### src/rtl/sh_irq_pkg.sv
package sh_irq_pkg;

  localparam int REG_W = 24;

  // control field positions (writeable)
  localparam int BIT_BERR_EN = 10;
  localparam int BIT_TX_EN   = 11;
  localparam int BIT_RXM_LO  = 12;
  localparam int RXM_W       = 2;

  // status field positions (read-only)
  localparam int BIT_TX_UNDR   = 14;
  localparam int BIT_TX_EMPTY  = 15;
  localparam int BIT_RX_NEMPTY = 17;
  localparam int BIT_RX_FULL   = 19;
  localparam int BIT_RX_OVR    = 20;
  localparam int BIT_BUS_ERR   = 21;

  typedef enum logic [RXM_W-1:0] {
    RXM_OFF    = 2'b00,
    RXM_NEMPTY = 2'b01,
    RXM_RSVD   = 2'b10,
    RXM_FULL   = 2'b11
  } rx_mode_e;

  typedef struct packed {
    logic     berr_en;
    logic     tx_en;
    rx_mode_e rx_mode;
  } ctrl_t;

  typedef struct packed {
    logic bus_err;
    logic rx_ovr;
    logic rx_full;
    logic rx_nempty;
    logic tx_undr;
    logic tx_empty;
  } status_t;

endpackage

### src/rtl/sh_irq_csr.sv
module sh_irq_csr
  import sh_irq_pkg::*;
#(
  parameter int DW = REG_W
) (
  input  logic          clk,
  input  logic          rst_n,
  input  logic          soft_rst,
  input  logic          wr_en,
  input  logic [DW-1:0] wdata,
  input  status_t       st,
  output ctrl_t         ctrl,
  output logic [DW-1:0] rdata
);

  ctrl_t ctrl_q;
  ctrl_t ctrl_wr;

  always_comb begin
    ctrl_wr.berr_en = wdata[BIT_BERR_EN];
    ctrl_wr.tx_en   = wdata[BIT_TX_EN];
    ctrl_wr.rx_mode = rx_mode_e'(wdata[BIT_RXM_LO +: RXM_W]);
  end

  always_ff @(posedge clk or negedge rst_n) begin
    if (!rst_n) begin
      ctrl_q <= '0;
    end else if (soft_rst) begin
      ctrl_q <= '0;
    end else if (wr_en) begin
      ctrl_q <= ctrl_wr;
    end
  end

  assign ctrl = ctrl_q;

  always_comb begin
    rdata = '0;
    rdata[BIT_BERR_EN]              = ctrl_q.berr_en;
    rdata[BIT_TX_EN]                = ctrl_q.tx_en;
    rdata[BIT_RXM_LO +: RXM_W]      = ctrl_q.rx_mode;
    rdata[BIT_TX_UNDR]              = st.tx_undr;
    rdata[BIT_TX_EMPTY]             = st.tx_empty;
    rdata[BIT_RX_NEMPTY]            = st.rx_nempty;
    rdata[BIT_RX_FULL]              = st.rx_full;
    rdata[BIT_RX_OVR]               = st.rx_ovr;
    rdata[BIT_BUS_ERR]              = st.bus_err;
  end

  AST_CTRL_HOLD: assert property (@(posedge clk) disable iff (!rst_n)
    (!wr_en && !soft_rst) |=> $stable(ctrl_q));

  AST_SRST_CTRL: assert property (@(posedge clk) disable iff (!rst_n)
    soft_rst |=> (ctrl_q == '0));

endmodule

### src/rtl/sh_irq_req_reg.sv
module sh_irq_req_reg #(
  parameter int N = 1
) (
  input  logic         clk,
  input  logic         rst_n,
  input  logic         clr,
  input  logic [N-1:0] d,
  output logic [N-1:0] q
);

  for (genvar i = 0; i < N; i++) begin : g_bit
    always_ff @(posedge clk or negedge rst_n) begin
      if (!rst_n)   q[i] <= 1'b0;
      else if (clr) q[i] <= 1'b0;
      else          q[i] <= d[i];
    end
  end

  AST_REQ_SRST_CLR: assert property (@(posedge clk) disable iff (!rst_n)
    clr |=> (q == '0));

endmodule

### src/rtl/sh_irq_tx_req.sv
module sh_irq_tx_req (
  input  logic clk,
  input  logic rst_n,
  input  logic clr,
  input  logic tx_en,
  input  logic tx_empty,
  input  logic tx_undr,
  output logic irq_data,
  output logic irq_undr
);

  logic [1:0] req_d;
  logic [1:0] req_q;

  // underrun displaces the data request on the shared enable
  always_comb begin
    req_d[1] = tx_en & tx_undr;
    req_d[0] = tx_en & tx_empty & ~tx_undr;
  end

  sh_irq_req_reg #(.N(2)) u_req (
    .clk  (clk),
    .rst_n(rst_n),
    .clr  (clr),
    .d    (req_d),
    .q    (req_q)
  );

  assign irq_undr = req_q[1];
  assign irq_data = req_q[0];

  AST_TX_EXCLUSIVE: assert property (@(posedge clk) disable iff (!rst_n)
    !(irq_data && irq_undr));

  AST_TX_UNDR_RAISE: assert property (@(posedge clk) disable iff (!rst_n)
    (tx_en && tx_undr && !clr) |=> irq_undr);

  AST_TX_DATA_CAUSE: assert property (@(posedge clk) disable iff (!rst_n)
    (!tx_en || !tx_empty || tx_undr) |=> !irq_data);

endmodule

### src/rtl/sh_irq_rx_req.sv
module sh_irq_rx_req
  import sh_irq_pkg::*;
(
  input  logic     clk,
  input  logic     rst_n,
  input  logic     clr,
  input  rx_mode_e rx_mode,
  input  logic     rx_nempty,
  input  logic     rx_full,
  input  logic     rx_ovr,
  output logic     irq_data,
  output logic     irq_ovr
);

  logic       armed;
  logic       level_hit;
  logic [1:0] req_d;
  logic [1:0] req_q;

  always_comb begin
    unique case (rx_mode)
      RXM_NEMPTY: begin armed = 1'b1; level_hit = rx_nempty; end
      RXM_FULL:   begin armed = 1'b1; level_hit = rx_full;   end
      default:    begin armed = 1'b0; level_hit = 1'b0;      end
    endcase
    req_d[1] = armed & rx_ovr;
    req_d[0] = armed & level_hit & ~rx_ovr;
  end

  sh_irq_req_reg #(.N(2)) u_req (
    .clk  (clk),
    .rst_n(rst_n),
    .clr  (clr),
    .d    (req_d),
    .q    (req_q)
  );

  assign irq_ovr  = req_q[1];
  assign irq_data = req_q[0];

  AST_RX_QUIET_MODES: assert property (@(posedge clk) disable iff (!rst_n)
    (rx_mode == RXM_OFF || rx_mode == RXM_RSVD) |=> (!irq_data && !irq_ovr));

  AST_RX_FULL_GATE: assert property (@(posedge clk) disable iff (!rst_n)
    (rx_mode == RXM_FULL && !rx_full) |=> !irq_data);

  AST_RX_OVR_RAISE: assert property (@(posedge clk) disable iff (!rst_n)
    ((rx_mode == RXM_NEMPTY || rx_mode == RXM_FULL) && rx_ovr && !clr)
      |=> (irq_ovr && !irq_data));

endmodule

### src/rtl/serhost_irq_ctrl.sv
module serhost_irq_ctrl
  import sh_irq_pkg::*;
#(
  parameter int DW = REG_W
) (
  input  logic          clk,
  input  logic          rst_n,
  input  logic          soft_rst,
  input  logic          reg_wr_en,
  input  logic [DW-1:0] reg_wdata,
  output logic [DW-1:0] reg_rdata,
  input  logic          st_tx_empty,
  input  logic          st_tx_underrun,
  input  logic          st_rx_nempty,
  input  logic          st_rx_full,
  input  logic          st_rx_overrun,
  input  logic          st_bus_err,
  output logic          irq_tx_data,
  output logic          irq_tx_underrun,
  output logic          irq_rx_data,
  output logic          irq_rx_overrun,
  output logic          irq_bus_err
);

  ctrl_t   ctrl;
  status_t st;
  logic    berr_d;
  logic    berr_q;

  always_comb begin
    st.bus_err   = st_bus_err;
    st.rx_ovr    = st_rx_overrun;
    st.rx_full   = st_rx_full;
    st.rx_nempty = st_rx_nempty;
    st.tx_undr   = st_tx_underrun;
    st.tx_empty  = st_tx_empty;
  end

  sh_irq_csr #(.DW(DW)) u_csr (
    .clk     (clk),
    .rst_n   (rst_n),
    .soft_rst(soft_rst),
    .wr_en   (reg_wr_en),
    .wdata   (reg_wdata),
    .st      (st),
    .ctrl    (ctrl),
    .rdata   (reg_rdata)
  );

  sh_irq_tx_req u_tx (
    .clk     (clk),
    .rst_n   (rst_n),
    .clr     (soft_rst),
    .tx_en   (ctrl.tx_en),
    .tx_empty(st.tx_empty),
    .tx_undr (st.tx_undr),
    .irq_data(irq_tx_data),
    .irq_undr(irq_tx_underrun)
  );

  sh_irq_rx_req u_rx (
    .clk      (clk),
    .rst_n    (rst_n),
    .clr      (soft_rst),
    .rx_mode  (ctrl.rx_mode),
    .rx_nempty(st.rx_nempty),
    .rx_full  (st.rx_full),
    .rx_ovr   (st.rx_ovr),
    .irq_data (irq_rx_data),
    .irq_ovr  (irq_rx_overrun)
  );

  assign berr_d = ctrl.berr_en & st.bus_err;

  sh_irq_req_reg #(.N(1)) u_berr (
    .clk  (clk),
    .rst_n(rst_n),
    .clr  (soft_rst),
    .d    (berr_d),
    .q    (berr_q)
  );

  assign irq_bus_err = berr_q;

  AST_BERR_RAISE: assert property (@(posedge clk) disable iff (!rst_n)
    (ctrl.berr_en && st_bus_err && !soft_rst) |=> irq_bus_err);

  AST_BERR_CAUSE: assert property (@(posedge clk) disable iff (!rst_n)
    (!ctrl.berr_en || !st_bus_err) |=> !irq_bus_err);

endmodule

### config.mk
export PLATFORM = sky130hd
export DESIGN_NAME = serhost_irq_ctrl
export DESIGN_NICKNAME = d
export VERILOG_FILES = /design/src/rtl/sh_irq_pkg.sv /design/src/rtl/sh_irq_csr.sv /design/src/rtl/sh_irq_req_reg.sv /design/src/rtl/sh_irq_tx_req.sv /design/src/rtl/sh_irq_rx_req.sv /design/src/rtl/serhost_irq_ctrl.sv
export SDC_FILE = /design/constraint.sdc
export NUM_CORES = 1
export LEC_CHECK = 0
export BUFFER_PORTS_ARGS = -buffer_cell sky130_fd_sc_hd__buf_4
export CAP_MARGIN = 20
export CORE_MARGIN = 2
export CORE_UTILIZATION = 31
export CTS_CLUSTER_DIAMETER = 200
export DETAILED_ROUTE_END_ITERATION = 8
export PLACE_DENSITY_LB_ADDON = 0.2
export SYNTH_ARGS = -nofsm -noshare
export SYNTH_HDL_FRONTEND = slang
export SYNTH_SLANG_ARGS = --single-unit
### constraint.sdc
create_clock -name clk -period 1 [get_ports clk]
set_input_delay 0.1 -clock clk [delete_from_list [all_inputs] [get_ports clk]]
set_output_delay 0.1 -clock clk [all_outputs]
set_load 0.02 [all_outputs]
==> impl_metrics.tcl, run 1 <==
set metrics [dict create \
    die-area_sq_um 2040 \
    crit_fanout 4 \
    pin_count 63 \
    die_w_microns 45.1 \
    wire_per_inst_microns 9.66 \
    core_sq_um 1540 \
    nets 107 \
    postPlaceCellArea_sq_um 629 \
    drive_gt1_frac 0.458 \
    status "completed" \
    end_kind "output port" \
    start_kind "flop" \
    cp.arrival_ns 0.83 \
    finalSetupTns_ns 0 \
    first_iter_violations 1 \
    start_util 0.340 \
    slew_violations 0 \
    antenna_found_initial 0 \
    hold_viol 0 \
    finalCriticalPeriod_ns 0.928 \
    synth.most_common_cell "buf_4" \
    path_class "flop to output port" \
    synth_area_sq_um 524 \
    cts_buffers 3 \
    grt_max_degree 10 \
    clock_sinks 9 \
    ys_top_cells_by_area "dfrtp_1 43%, buf_4 30%, mux2i_1 9.5%" \
    synth_top_cell_by_area "dfrtp_1" \
    rr_endpoint "u_rx.u_req.q[0]$_DFF_PN0_" \
    grt_use_total 0.0919 \
    totalWireLength_microns 850 \
    antenna_cells 0 \
    slowest_stage "dfrtp_1" \
    p_leak_nw 0.386 \
    synthCells 48 \
    min_path_type "input port to flop" \
    rows 14 \
    pwr_density_cell_nw_per_um2 1270 \
    first_global_vias 311 \
    ff2ff_path_depth 2 \
    clk_path_buf_depth 2 \
    dr.pass1.iters 4 \
    die_h_microns 45.1 \
    power_uw 859 \
    hpwl_microns 701 \
    clk-insertion-delay-late_ns 0.25 \
    reg2reg_from "u_csr.ctrl[1]$_DFFE_PN0P_" \
    port-buffer-count 28 \
    cts_tree "built" \
    clock-root-buffer "clkbuf_4" \
    drcViolationCount 0 \
    grt-ovfl-total 0 \
    yosys-top-cells-count "21 x buf_4, 9 x dfrtp_1, 5 x mux2i_1, 5 x nor2_1, 2 x and3b_1" \
    rrSetupSlack_ns 0.17 \
    setup_viol 0 \
    syn2layout_area_growth_pct 28.9 \
    slowest_delay_ns 0.41 \
    ys_ff_latch 9 \
    cp.required_ns 0.90 \
    avgSynthCellArea_sq_um 10.9 \
    path_buf_inv 1 \
    clk_pin_slew_ns 0.06 \
    grt_pass1_wl_microns 1270 \
    ctsResizeCount 0 \
    crit_path_cell_trace "buf_4" \
    design_area_sq_um 676 \
    yosysSeqAreaShare 0.430 \
    drv_cap 0 \
    yosysWarnings 0 \
    hold_end "u_rx.u_req.q[0]$_DFF_PN0_" \
    synth-main-ff-cell "dfrtp_1" \
    worstHoldStart "st_rx_overrun" \
    finClkSkew_ns 0.0000558 \
    startpoint "u_csr.ctrl[0]$_DFFE_PN0P_" \
    postRouteAntennaNets 0 \
    via_per_inst 4.00 \
    synth_async_sr_flop_share 1.00 \
    ys_types 11 \
    rsz0062_at_grt "false" \
    htreeDepth 1 \
    path_delay_family "flip-flops" \
    whs_path_depth 2 \
    ir_worst_vdd_v 0.000539 \
    netlist.area_leader.share 0.430 \
    gp_congestion 0.660 \
    synth_edf_count 0 \
    fmax_ghz 1.08 \
    vias 352 \
    fin_crit_sh 0.928 \
]
[where the power goes]
group | internal [mW] | switching (mW)
Clock | 0.153 | 0.112
Combinational | 0.0858 | 0.122
Sequential | 0.377 | 0.00912
[registers in the layout, summed over array words and instances (netlist names)]
register / flops
u_rx.u_req.q: 2
u_tx.u_req.q: 2
u_berr.q: 1
u_csr.ctrl: 4
[logic make-up after synthesis]
| logic type | share of synthesized area |
|---|---|
| flip-flops | 0.430 |
| AND/OR/NAND/NOR | 0.136 |
| other | 0.00715 |
| multiplexers | 0.0955 |
| buffers and inverters | 0.332 |
[per-stage QoR]
step           instances  utilization  hold slack [ns]  worst slack, ns
2_1_floorplan         61            -           -0.196            0.111
3_3_place_gp          82        0.408          -0.0726            0.188
3_5_place_dp          82        0.408          -0.0694            0.165
4_1_cts               87        0.432          0.00418           0.0558
5_1_grt               88        0.438          0.00552           0.0281
6_report              88        0.438           0.0177           0.0719
[repair_timing]
| action | 4_1_cts | 5_1_grt |
|---|---|---|
| setup endpoints to repair | 0 | 0 |
| hold buffers | 1 | 1 |
| setup buffers | 0 | 0 |
| hold endpoints to repair | 9 | 1 |
[how the worst max path moves through the flow]
stage / endpoint / slack [ns] / depth (start not counted)
global route: reg_rdata[11] / 0.03 / 1
finish: reg_rdata[12] / 0.07 / 1
global placement: u_rx.u_req.q[0]$_DFF_PN0_ / 0.19 / 2
detailed placement: u_rx.u_req.q[0]$_DFF_PN0_ / 0.16 / 2
CTS: reg_rdata[12] / 0.06 / 1
floorplan: u_rx.u_req.q[0]$_DFF_PN0_ / 0.11 / 2
[layout make-up]
type,count,area [sq um]
clock buffer,4,26.3
tap,16,20.0
timing repair buffer,30,230
fill,175,866
multi-input combinational,29,174
sequential,9,225
[metal layers]
metal / part of all wire / global-route usage / wire length (microns) / vias up
met5: 0 / 0 / 0 / -
met4: 0.022 / 0.0882 / 19 / 0
met3: 0.13 / 0.0160 / 113 / 2
met2: 0.46 / 0.131 / 394 / 26
met1: 0.38 / 0.114 / 322 / 157
li1: - / - / - / 167
[layout by cell type (no fill, tap or decap)]
| master | Yosys | layout |
|---|---|---|
| buf_4 | 21 | 28 |
| conb_1 | 1 | 14 |
| dfrtp_1 | 9 | 9 |
| mux2i_1 | 5 | 5 |
| nor2_1 | 5 | 5 |
| clkbuf_4 | 0 | 3 |
| and3b_1 | 2 | 2 |
| dlygate4sd3_1 | 0 | 2 |
| nor4b_2 | 1 | 1 |
| nor4bb_2 | 1 | 1 |
| nand2_1 | 1 | 1 |
| clkbuf_1 | 0 | 1 |
Power figures use the tool's default switching activity.
==> inputs of run 2 (changes only) <==
Settings changed: PLACE_DENSITY set to 0.77, PLACE_DENSITY_LB_ADDON 0.2 to unset.
==> run 2 against run 1 <==
Clock skew hardly changed. Cell count is 1.1% lower. Via count is 0.85% lower. Count of clock-buffer cells in the layout stayed put. Register-to-register slack hardly changed. Die area stayed put. Global-route usage is 0.84 points lower. Utilization is 0.65 points lower. First-iteration DRC count grew to 3.0 times the previous value. Routed wire length is 0.12% higher. Combinational power hardly changed. Non-clock buffer count is 1 lower.
==> impl_metrics.tcl, run 2 (synthesis results as in run 1) <==
set metrics [dict create \
    status "completed" \
    ir_worst_vdd_v 0.000420 \
    first_global_vias 297 \
    drive_gt1_frac 0.465 \
    cts_tree "built" \
    dp_worst_setup_slack_ns 0.173 \
    first_iter_violations 3 \
    htreeDepth 1 \
    slew_violations 0 \
    comb_power_share 0.242 \
    finClkSkew_ns 0.000237 \
    path_delay_family "flip-flops" \
    pwr-share-clk 0.306 \
    grt_pass1_wl_microns 1210 \
    antenna_found_initial 0 \
    largest_reg_flops 4 \
    postRouteAntennaNets 0 \
    syn2layout_area_growth_pct 27.0 \
    crit_fanout 4 \
    postCtsSetupRepairBufs 0 \
    internal-power_uw 613 \
    final_common_cell "buf_4" \
    grt-ovfl-total 0 \
    antenna_cells 0 \
    crit_path_cell_trace "buf_4" \
    clk_pin_slew_ns 0.06 \
    pin_count 63 \
    nets 106 \
    via_per_inst 4.01 \
    path_class "flop to output port" \
    p_leak_nw 0.382 \
    wire_per_inst_microns 9.78 \
    finalCriticalPeriod_ns 0.919 \
    min_path_type "input port to flop" \
    slowest_delay_ns 0.40 \
    hold_viol 0 \
    seq_power_share 0.452 \
    swShare 0.282 \
    die-area_sq_um 2040 \
    fmax_ghz 1.09 \
    power_uw 854 \
    fin_ws_ns 0.0808 \
    path_buf_inv 1 \
    clk-insertion-delay-late_ns 0.24 \
    finalSetupTns_ns 0 \
    die_w_microns 45.1 \
    grt_max_degree 10 \
    clock-root-buffer "clkbuf_4" \
    totalWireLength_microns 851 \
    core_sq_um 1540 \
    start_kind "flop" \
    setup_viol 0 \
    die_h_microns 45.1 \
    slowest_stage "dfrtp_1" \
    drcViolationCount 0 \
    dr.pass1.iters 2 \
    cts_buffers 3 \
    final_cell_mix "28 x buf_4, 14 x conb_1, 9 x dfrtp_1" \
    start_util 0.340 \
    vias 349 \
    rows 14 \
    drv_cap 0 \
    pwr_density_cell_nw_per_um2 1280 \
    grt_use_total 0.0835 \
    fin_crit_sh 0.919 \
    clock_sinks 9 \
    ctsResizeCount 0 \
    rsz0062_at_grt "false" \
    end_kind "output port" \
    cp.arrival_ns 0.82 \
    gp_congestion 0.670 \
    cp.required_ns 0.90 \
    clk_path_buf_depth 2 \
    port-buffer-count 28 \
    netSwitchingPower_uw 241 \
    hpwl_microns 714 \
]
-- run 2: changes by cell type in the layout (fill, tap and decap cells not counted) --
cell	delta
dlygate4sd3_1	-1
-- run 2: repair_timing --
| item | in CTS | in global routing |
|---|---|---|
| endpoints found under the setup margin | 0 | 0 |
| endpoints found under the hold margin | 9 | 0 |
| hold buffers | 1 | 0 |
-- run 2: cell type report --
class / instances / area (sq um)
Clock buffer: 4 / 26.3
Timing Repair Buffer: 29 / 220
Fill cell: 158 / 876
Sequential cell: 9 / 225
Multi-Input combinational cell: 29 / 174
Tap cell: 16 / 20.0
-- run 2: layer usage --
| metal | vias to the layer above | wire, microns | GRT usage |
|---|---|---|---|
| met4 | 0 | 0 | 0.0353 |
| met3 | 0 | 133 | 0.0280 |
| met5 | - | 0 | 0 |
| li1 | 164 | - | - |
| met1 | 160 | 272 | 0.0914 |
| met2 | 25 | 445 | 0.146 |
-- run 2: metrics by stage --
stage,cell area (sq um),hold WS (ns),instances,utilization
2_1_floorplan,573,-0.196,61,-
3_3_place_gp,629,-0.0758,82,0.408
3_5_place_dp,629,-0.0741,82,0.408
4_1_cts,666,0.0125,87,0.432
5_1_grt,666,0.00656,87,0.432
6_report,666,0.0155,87,0.432
-- run 2: path summary, 6_finish.rpt --
| kind | startpoint | slack (ns) | to | cells after the start |
|---|---|---|---|---|
| worst min register to register | u_csr.ctrl[3]$_DFFE_PN0P_ | 0.52 | u_berr.q$_DFF_PN0_ | 2 |
| max in group asynchronous | rst_n | 0.66 | u_rx.u_req.q[0]$_DFF_PN0_ | 2 |
| worst max-delay path | u_csr.ctrl[2]$_DFFE_PN0P_ | 0.08 | reg_rdata[11] | 1 |
| worst min-delay path | st_tx_underrun | 0.02 | u_tx.u_req.q[0]$_DFF_PN0_ | 2 |
| min in group asynchronous | rst_n | 0.21 | u_tx.u_req.q[1]$_DFF_PN0_ | 2 |
| worst max register to register | u_csr.ctrl[1]$_DFFE_PN0P_ | 0.17 | u_rx.u_req.q[0]$_DFF_PN0_ | 2 |
-- run 2: power by group through the flow --
| stage | registers [mW] | clock network, mW | logic [mW] |
|---|---|---|---|
| 2_1_floorplan | 0.405 | 0 | 0.165 |
| 3_3_place_gp | 0.392 | 0 | 0.201 |
| 3_5_place_dp | 0.393 | 0 | 0.205 |
| 4_1_cts | 0.386 | 0.270 | 0.208 |
| 5_1_grt | 0.388 | 0.299 | 0.221 |
| 6_report | 0.386 | 0.261 | 0.206 |
